[src/rtl/fpm_pkg.sv]
package fpm_pkg;
    typedef enum logic [2:0] {
        ST_IDLE,
        ST_ROW_SET,
        ST_RAS_ACT,
        ST_COL_SET,
        ST_CAS_LO,
        ST_OPEN,
        ST_PRECH,
        ST_GRANT
    } fpm_state_t;
endpackage

[src/rtl/fpm_delay_cnt.sv]
module fpm_delay_cnt #(
    parameter int CW = 4
) (
    input  logic          clk,
    input  logic          rst_n,
    input  logic          load,
    input  logic [CW-1:0] load_val,
    output logic          done
);
    logic [CW-1:0] cnt_q;

    always_ff @(posedge clk or negedge rst_n) begin
        if (!rst_n)           cnt_q <= '0;
        else if (load)        cnt_q <= load_val;
        else if (cnt_q != '0) cnt_q <= cnt_q - 1'b1;
    end

    assign done = (cnt_q == '0);
endmodule

[src/rtl/fpm_ras_timer.sv]
module fpm_ras_timer #(
    parameter int LIMIT = 20000,
    parameter int MIN   = 6,
    parameter int GUARD = 5
) (
    input  logic clk,
    input  logic rst_n,
    input  logic ras_low,
    output logic min_met,
    output logic near_limit
);
    localparam int TW = $clog2(LIMIT + 2);
    logic [TW-1:0] cnt_q;

    always_ff @(posedge clk or negedge rst_n) begin
        if (!rst_n)       cnt_q <= '0;
        else if (ras_low) cnt_q <= cnt_q + 1'b1;
        else              cnt_q <= '0;
    end

    // cnt_q = low cycles already completed; closing now gives cnt_q+1 in total
    assign min_met    = (32'(cnt_q) + 1 >= MIN);
    assign near_limit = (32'(cnt_q) + GUARD > LIMIT);

    p_page_limit_r7: assert property (@(posedge clk) disable iff (!rst_n)
        ras_low |-> (32'(cnt_q) < LIMIT));
endmodule

[src/rtl/fpm_row_track.sv]
module fpm_row_track #(
    parameter int ROW_W = 12
) (
    input  logic             clk,
    input  logic             rst_n,
    input  logic             open_set,
    input  logic             close,
    input  logic [ROW_W-1:0] open_row,
    input  logic [ROW_W-1:0] req_row,
    output logic             hit
);
    logic             open_q;
    logic [ROW_W-1:0] row_q;

    always_ff @(posedge clk or negedge rst_n) begin
        if (!rst_n) begin
            open_q <= 1'b0;
            row_q  <= '0;
        end else if (open_set) begin
            open_q <= 1'b1;
            row_q  <= open_row;
        end else if (close) begin
            open_q <= 1'b0;
        end
    end

    assign hit = open_q && (req_row == row_q);
endmodule

[src/rtl/fpm_ctrl.sv]
module fpm_ctrl
    import fpm_pkg::*;
#(
    parameter int ROW_W      = 12,
    parameter int COL_W      = 10,
    parameter int DQ_W       = 4,
    parameter int T_RP       = 4,
    parameter int T_RAH      = 1,
    parameter int T_CAS      = 2,
    parameter int T_RAS      = 6,
    parameter int T_RASP_MAX = 20000
) (
    input  logic             clk,
    input  logic             rst_n,
    input  logic             req_valid,
    output logic             req_ready,
    input  logic             req_write,
    input  logic [ROW_W-1:0] req_row,
    input  logic [COL_W-1:0] req_col,
    input  logic [DQ_W-1:0]  req_wdata,
    output logic             rd_valid,
    output logic [DQ_W-1:0]  rd_data,
    input  logic             ref_req,
    output logic             ref_gnt,
    output logic             dram_ras_n,
    output logic             dram_cas_n,
    output logic             dram_we_n,
    output logic             dram_oe_n,
    output logic [((ROW_W > COL_W) ? ROW_W : COL_W)-1:0] dram_addr,
    output logic [DQ_W-1:0]  dram_dq_o,
    output logic             dram_dq_oe,
    input  logic [DQ_W-1:0]  dram_dq_i
);
    localparam int AW    = (ROW_W > COL_W) ? ROW_W : COL_W;
    localparam int TMAX  = (T_RP > T_CAS) ? ((T_RP > T_RAH) ? T_RP : T_RAH)
                                          : ((T_CAS > T_RAH) ? T_CAS : T_RAH);
    localparam int CW    = $clog2(TMAX + 1);
    localparam int GUARD = T_CAS + 3;
    localparam int HW    = $clog2(T_RP + 2);

    fpm_state_t state_q, state_d;

    logic [ROW_W-1:0] row_q, row_d;
    logic [COL_W-1:0] col_q, col_d;
    logic             wr_q, wr_d;
    logic [DQ_W-1:0]  wd_q, wd_d;
    logic             pend_q, pend_d;
    logic             accept;
    logic             hit, min_met, near_limit, tmr_done;
    logic             cnt_load;
    logic [CW-1:0]    cnt_val;

    fpm_delay_cnt #(.CW(CW)) u_dly (
        .clk(clk), .rst_n(rst_n), .load(cnt_load), .load_val(cnt_val), .done(tmr_done)
    );

    fpm_ras_timer #(.LIMIT(T_RASP_MAX), .MIN(T_RAS), .GUARD(GUARD)) u_rtm (
        .clk(clk), .rst_n(rst_n), .ras_low(!dram_ras_n),
        .min_met(min_met), .near_limit(near_limit)
    );

    fpm_row_track #(.ROW_W(ROW_W)) u_trk (
        .clk(clk), .rst_n(rst_n),
        .open_set(state_q != ST_RAS_ACT && state_d == ST_RAS_ACT),
        .close(state_q != ST_PRECH && state_d == ST_PRECH),
        .open_row(row_q), .req_row(req_row), .hit(hit)
    );

    always_comb begin
        unique case (state_q)
            ST_IDLE: req_ready = !ref_req;
            ST_OPEN: req_ready = !ref_req && !near_limit && (hit || min_met);
            default: req_ready = 1'b0;
        endcase
    end
    assign accept = req_valid && req_ready;

    always_comb begin
        state_d = state_q;
        pend_d  = pend_q;
        unique case (state_q)
            ST_IDLE:    if (ref_req) state_d = ST_GRANT;
                        else if (accept) state_d = ST_ROW_SET;
            ST_ROW_SET: state_d = ST_RAS_ACT;
            ST_RAS_ACT: if (tmr_done) state_d = ST_COL_SET;
            ST_COL_SET: state_d = ST_CAS_LO;
            ST_CAS_LO:  if (tmr_done) state_d = ST_OPEN;
            ST_OPEN: begin
                if (ref_req || near_limit) begin
                    if (min_met) state_d = ST_PRECH;
                end else if (accept) begin
                    if (hit) state_d = ST_COL_SET;
                    else begin
                        state_d = ST_PRECH;
                        pend_d  = 1'b1;
                    end
                end
            end
            ST_PRECH:   if (tmr_done) begin
                            state_d = pend_q ? ST_ROW_SET : ST_IDLE;
                            pend_d  = 1'b0;
                        end
            ST_GRANT:   if (!ref_req) state_d = ST_IDLE;
        endcase
    end

    always_comb begin
        row_d = accept ? req_row   : row_q;
        col_d = accept ? req_col   : col_q;
        wr_d  = accept ? req_write : wr_q;
        wd_d  = accept ? req_wdata : wd_q;
        cnt_load = (state_d != state_q) &&
                   (state_d == ST_RAS_ACT || state_d == ST_CAS_LO || state_d == ST_PRECH);
        unique case (state_d)
            ST_RAS_ACT: cnt_val = CW'(T_RAH - 1);
            ST_CAS_LO:  cnt_val = CW'(T_CAS - 1);
            default:    cnt_val = CW'(T_RP - 1);
        endcase
    end

    // state register
    always_ff @(posedge clk or negedge rst_n) begin
        if (!rst_n) begin
            state_q <= ST_IDLE;
            pend_q  <= 1'b0;
            row_q   <= '0;
            col_q   <= '0;
            wr_q    <= 1'b0;
            wd_q    <= '0;
        end else begin
            state_q <= state_d;
            pend_q  <= pend_d;
            row_q   <= row_d;
            col_q   <= col_d;
            wr_q    <= wr_d;
            wd_q    <= wd_d;
        end
    end

    // registered pin outputs, decoded from the next state
    always_ff @(posedge clk or negedge rst_n) begin
        if (!rst_n) begin
            dram_ras_n <= 1'b1;
            dram_cas_n <= 1'b1;
            dram_we_n  <= 1'b1;
            dram_oe_n  <= 1'b1;
            dram_addr  <= '0;
            dram_dq_o  <= '0;
            dram_dq_oe <= 1'b0;
            ref_gnt    <= 1'b0;
            rd_valid   <= 1'b0;
            rd_data    <= '0;
        end else begin
            dram_ras_n <= 1'b1;
            dram_cas_n <= 1'b1;
            dram_we_n  <= 1'b1;
            dram_oe_n  <= 1'b1;
            dram_dq_oe <= 1'b0;
            ref_gnt    <= 1'b0;
            rd_valid   <= 1'b0;
            unique case (state_d)
                ST_ROW_SET: dram_addr <= AW'(row_d);
                ST_RAS_ACT: begin
                    dram_ras_n <= 1'b0;
                    dram_addr  <= AW'(row_d);
                end
                ST_COL_SET, ST_CAS_LO: begin
                    dram_ras_n <= 1'b0;
                    dram_cas_n <= (state_d != ST_CAS_LO);
                    dram_addr  <= AW'(col_d);
                    dram_we_n  <= !wr_d;
                    dram_dq_oe <= wr_d;
                    dram_dq_o  <= wd_d;
                    dram_oe_n  <= wr_d || (state_d != ST_CAS_LO);
                end
                ST_OPEN:    dram_ras_n <= 1'b0;
                ST_GRANT:   ref_gnt    <= 1'b1;
                default:    ;
            endcase
            if (state_q == ST_CAS_LO && tmr_done && !wr_q) begin
                rd_valid <= 1'b1;
                rd_data  <= dram_dq_i;
            end
        end
    end

    // checker state: cycles the row strobe has been high, saturating
    logic [HW-1:0] hi_cnt_q;
    always_ff @(posedge clk or negedge rst_n) begin
        if (!rst_n)                  hi_cnt_q <= HW'(T_RP);
        else if (!dram_ras_n)        hi_cnt_q <= '0;
        else if (32'(hi_cnt_q) < T_RP) hi_cnt_q <= hi_cnt_q + 1'b1;
    end

    p_row_setup_r2: assert property (@(posedge clk) disable iff (!rst_n)
        $fell(dram_ras_n) |-> $stable(dram_addr));
    p_col_setup_r2: assert property (@(posedge clk) disable iff (!rst_n)
        $fell(dram_cas_n) |-> $stable(dram_addr));
    p_rd_pulse_r3: assert property (@(posedge clk) disable iff (!rst_n)
        rd_valid |=> !rd_valid);
    p_early_write_r4: assert property (@(posedge clk) disable iff (!rst_n)
        ($fell(dram_cas_n) && !dram_we_n) |-> $past(!dram_we_n));
    p_bus_excl_r4: assert property (@(posedge clk) disable iff (!rst_n)
        dram_dq_oe |-> (dram_oe_n && !dram_we_n));
    p_cas_in_row_r5: assert property (@(posedge clk) disable iff (!rst_n)
        !dram_cas_n |-> !dram_ras_n);
    p_precharge_r6: assert property (@(posedge clk) disable iff (!rst_n)
        $fell(dram_ras_n) |-> (32'(hi_cnt_q) >= T_RP));
    p_gnt_idle_r9: assert property (@(posedge clk) disable iff (!rst_n)
        ref_gnt |-> (dram_ras_n && dram_cas_n && !req_ready));
endmodule

[config.mk]
export PLATFORM = sky130hd
export DESIGN_NAME = fpm_ctrl
export DESIGN_NICKNAME = d
export VERILOG_FILES = /design/src/rtl/fpm_pkg.sv /design/src/rtl/fpm_delay_cnt.sv /design/src/rtl/fpm_ras_timer.sv /design/src/rtl/fpm_row_track.sv /design/src/rtl/fpm_ctrl.sv
export SDC_FILE = /design/constraint.sdc
export NUM_CORES = 1
export LEC_CHECK = 0
export ABC_AREA = 1
export ABC_CLOCK_PERIOD_IN_PS = 2600
export BUFFER_PORTS_ARGS = -buffer_cell sky130_fd_sc_hd__buf_2
export CAP_MARGIN = 20
export CORE_ASPECT_RATIO = 0.5
export CORE_MARGIN = 4
export CORE_UTILIZATION = 45
export CTS_CLUSTER_SIZE = 8
export DETAILED_ROUTE_END_ITERATION = 7
export PLACE_DENSITY = 0.67
export SLEW_MARGIN = 20
export SYNTH_ARGS = -nofsm -noshare
export SYNTH_HDL_FRONTEND = slang
export SYNTH_SLANG_ARGS = --single-unit
[constraint.sdc]
create_clock -name clk -period 2.6 [get_ports clk]
set_clock_uncertainty 0.1 [all_clocks]
set_input_delay 0.13 -clock clk [delete_from_list [all_inputs] [get_ports clk]]
set_output_delay 0.13 -clock clk [all_outputs]
set_load 0.02 [all_outputs]
==> results.sh <==
export IMPL_area_growth_pct=46.2
export IMPL_post_route_min_period_ns=3.06
export IMPL_worstPathRequired_ns=2.78
export IMPL_drt_first_iter_violations=300
export IMPL_grt_max_degree=42
export IMPL_synth_nets=657
export IMPL_core_um2=10300
export IMPL_post_route_period_util_pct=118
export IMPL_critical_path_class="register to register"
export IMPL_syn_inst=617
export IMPL_clkSinkCount=89
export IMPL_max_stage_delay_ns=0.42
export IMPL_p_comb_share_pct=58.1
export IMPL_cts_made_buffers=9
export IMPL_status="finished, violations left"
export IMPL_initial_utilization_pct=46.4
export IMPL_min_path_type="primary input to register"
export IMPL_utilization_pct=67.8
export IMPL_pwr_density_cell_nw_per_um2=1310
export IMPL_pwr_share_seq_pct=25.9
export IMPL_h_tree_depth=3
export IMPL_clock_path_buffers=2
export IMPL_route_detailed_drc=0
export IMPL_switching_share_pct=43.8
export IMPL_fp_dieH_um=80.8
export IMPL_path_max_fanout=10
export IMPL_p_switching_mw=4.01
export IMPL_critPathLaunchType="register"
export IMPL_path_clk_slew_ns=0.07
export IMPL_critPathMostFrequentCell="nand2_1"
export IMPL_syn_area_um2=4770
export IMPL_grt_pass1_vias=4364
export IMPL_ys_ff_latch=89
export IMPL_async_reset_ff_share_pct=100
export IMPL_nets=832
export IMPL_worstSetupEndpointType="register"
export IMPL_yosysWarnings=0
export IMPL_path_cells="ha_4 -> nand2_4 -> nor2_4 -> nand3_1 -> nand2_1 -> nand3_1 -> nor2_2 -> buf_4 -> nand3_1 -> inv_1 -> nor2_4 -> nand2_1 -> nand2_1 -> inv_1 -> nand2_2 -> nand2_4 -> inv_2 -> nand2_4 -> nand3_4 -> buf_12 -> nand2_1 -> nand3_1 -> nand2_1"
export IMPL_numPortBuffers=62
export IMPL_die_x_um=154
export IMPL_crit_slowest_cell="dfrtp_1"
export IMPL_grt_ovfl_total=0
export IMPL_ff2ff_setup_slack_ns=-0.46
export IMPL_vias=4645
export IMPL_ir_worst_vdd_uv=1020
export IMPL_fin_ws_ns=-0.459
export IMPL_critical_path_depth=23
export IMPL_seq_area_frac_synth_pct=46.8
export IMPL_antenna_found_initial=0
export IMPL_antenna_left=0
export IMPL_drv_cap=0
export IMPL_die_area_um2=12400
export IMPL_synth_edf_count=0
export IMPL_grt_pass1_wl_um=20600
export IMPL_p_leak_nw=3.58
export IMPL_rsz0062_at_grt="true"
export IMPL_clock_insertion_delay_worst_skew_ns=0.35
export IMPL_worstHoldPathCells=3
export IMPL_clock_fmax_mhz=327
export IMPL_r2r_cells=23
export IMPL_yosysUniqueCellTypes=36
export IMPL_drive_above_1_share_pct=36.3
export IMPL_tightestPinTransition_ns=0.568
export IMPL_arrival_ns=3.24
export IMPL_synthFlopType="dfrtp_1"
export IMPL_crit_buf_inv=5
export IMPL_grt_total_usage_pct=20.7
export IMPL_gp_congestion=0.913
export IMPL_violations="setup timing"
export IMPL_rows=26
export IMPL_finalMaxSlewViolations=0
export IMPL_cts_tree="yes"
export IMPL_path_delay_family="simple AND/OR/NAND/NOR gates"
export IMPL_syn_area_per_cell_um2=7.73
export IMPL_cts_root_buf="clkbuf_16"
export IMPL_avgRoutedWirePerCell_um=14.7
export IMPL_p_int_mw=5.15
export IMPL_total_power_mw=9.15
export IMPL_setup_violations=49
export IMPL_viasPerCell=4.95
export IMPL_drtPass1Iterations=5
export IMPL_drt_total_wl_um=13800
export IMPL_dp_hpwl_um=8750
export IMPL_maxSlewHeadroom_pct=62.1
export IMPL_clkPwrFrac_pct=16.0
export IMPL_ios=63
export IMPL_hold_violations=0
## Yosys cell counts, drive strengths merged (4+ instances only)
cell type	n	area share [%]
xor2	17	3.1
nor3	5	0.63
nand4	28	3.7
dfstp	4	2.2
nand3	40	4.8
inv	106	8.4
mux2	4	0.94
a21oi	6	0.63
xnor2	7	1.3
nand2	182	15
buf	8	1.3
ha	5	1.3
dfrtp	85	45
clkbuf	8	0.63
nor2	61	5.6
o21ai	43	4.5
## worst min-delay path, delay by kind of cell
family / cells / cell delay, ns
buffers and inverters: 2 / 0.18
AO/OA/AOI/OAI: 1 / 0.11
## layout make-up
| class | instances | area, um^2 |
|---|---|---|
| clock buffer | 10 | 239 |
| inverter | 107 | 407 |
| sequential | 89 | 2240 |
| clock inverter | 6 | 96.3 |
| timing repair buffer | 180 | 1390 |
| antenna | 1 | 2.50 |
| fill | 806 | 3310 |
| tap | 140 | 175 |
| multi-input combinational | 405 | 2420 |
## metal layers
layer	global-route usage (%)	up-vias	routed length, um
met5	0	-	0
met4	4.85	0	254
met3	4.04	24	647
met2	36.5	135	6890
met1	26.9	2216	6020
li1	-	2270	-
## worst paths after layout
check	endpoint	from
max	dram_addr[0]	u_rtm.cnt_q[0]
min	row_q[8]	req_row[8]
max reg2reg	dram_addr[0]	u_rtm.cnt_q[0]
min reg2reg	rd_data[3]	rd_data[3]
max in group asynchronous	dram_addr[1]	rst_n
min in group asynchronous	wd_q[2]	rst_n
## power by group through the flow
stage          registers [mW]  clock network, mW  logic [mW]
3_5_place_dp             2.36                  0        4.08
5_1_grt                  2.42               1.55        5.79
6_report                 2.37               1.47        5.32
4_1_cts                  2.35               1.48        4.57
2_1_floorplan            2.52                  0        2.58
3_3_place_gp             2.34                  0        3.96
## through the flow
stage / std cells / area [um^2] / setup TNS (ns) / setup slack [ns] / hold slack (ns)
after CTS: 922 / 6460 / -9.48 / -0.337 / 0.00250
after global placement: 871 / 5690 / -9.25 / -0.359 / 0.0524
after detailed placement: 871 / 5690 / -11.98 / -0.435 / 0.0517
after floorplan: 617 / 4780 / -3.15 / -0.183 / -0.266
after global routing: 937 / 6970 / -22.42 / -0.625 / 0.0213
final: 938 / 6970 / -12.26 / -0.459 / 0.0125
## kinds of logic (layout without fill, tap and decap cells)
family,after synthesis,in the layout,share of synthesized area [%]
simple gates,319,319,30.3
buf+inv,123,303,10.4
flops,89,89,46.8
compound gates,53,53,5.83
xor+xnor,24,24,4.41
fa+ha+maj,5,5,1.31
mux,4,4,0.945
other cells,0,1,0
## registers in the layout, indices dropped and copies added (netlist names), 3 cells and up
register / count
dram_dq_o: 4
u_trk.row_q: 12
u_rtm.cnt_q: 15
rd_data: 4
col_q: 10
dram_addr: 12
row_q: 12
state_q: 3
u_dly.cnt_q: 3
wd_q: 4
## cells in the final DEF, fill, tap and decap left out, types with 2 or more instances in the layout
cell type	instances
xor2_2	5
nor2_4	8
nand4_1	28
a21oi_1	4
buf_4	81
buf_6	13
inv_4	2
o21ai_2	5
clkbuf_16	11
inv_1	93
xor2_1	12
dfrtp_1	82
bufinv_16	2
a21oi_2	2
nor2_2	11
xnor2_1	7
nand3_2	9
buf_2	60
inv_6	2
o21ai_0	19
nor3_2	2
nand3_4	2
nand2_1	149
o21ai_1	12
inv_2	11
mux2_4	4
buf_12	4
nor3_1	2
dfstp_2	4
nand2_4	12
nand2_2	21
ha_1	4
dfrtp_2	3
dlygate4sd3_1	19
nor2_1	42
o21ai_4	7
nand3_1	29
## repair_timing
item,4_1_cts,5_1_grt
pin swaps,11,5
endpoints found under the setup margin,54,58
endpoints found under the hold margin,51,1
buffers inserted,17,14
gates cloned,0,2
hold buffers,18,1
resized for setup,41,98
No activity file was read; power rests on OpenSTA's default activity.
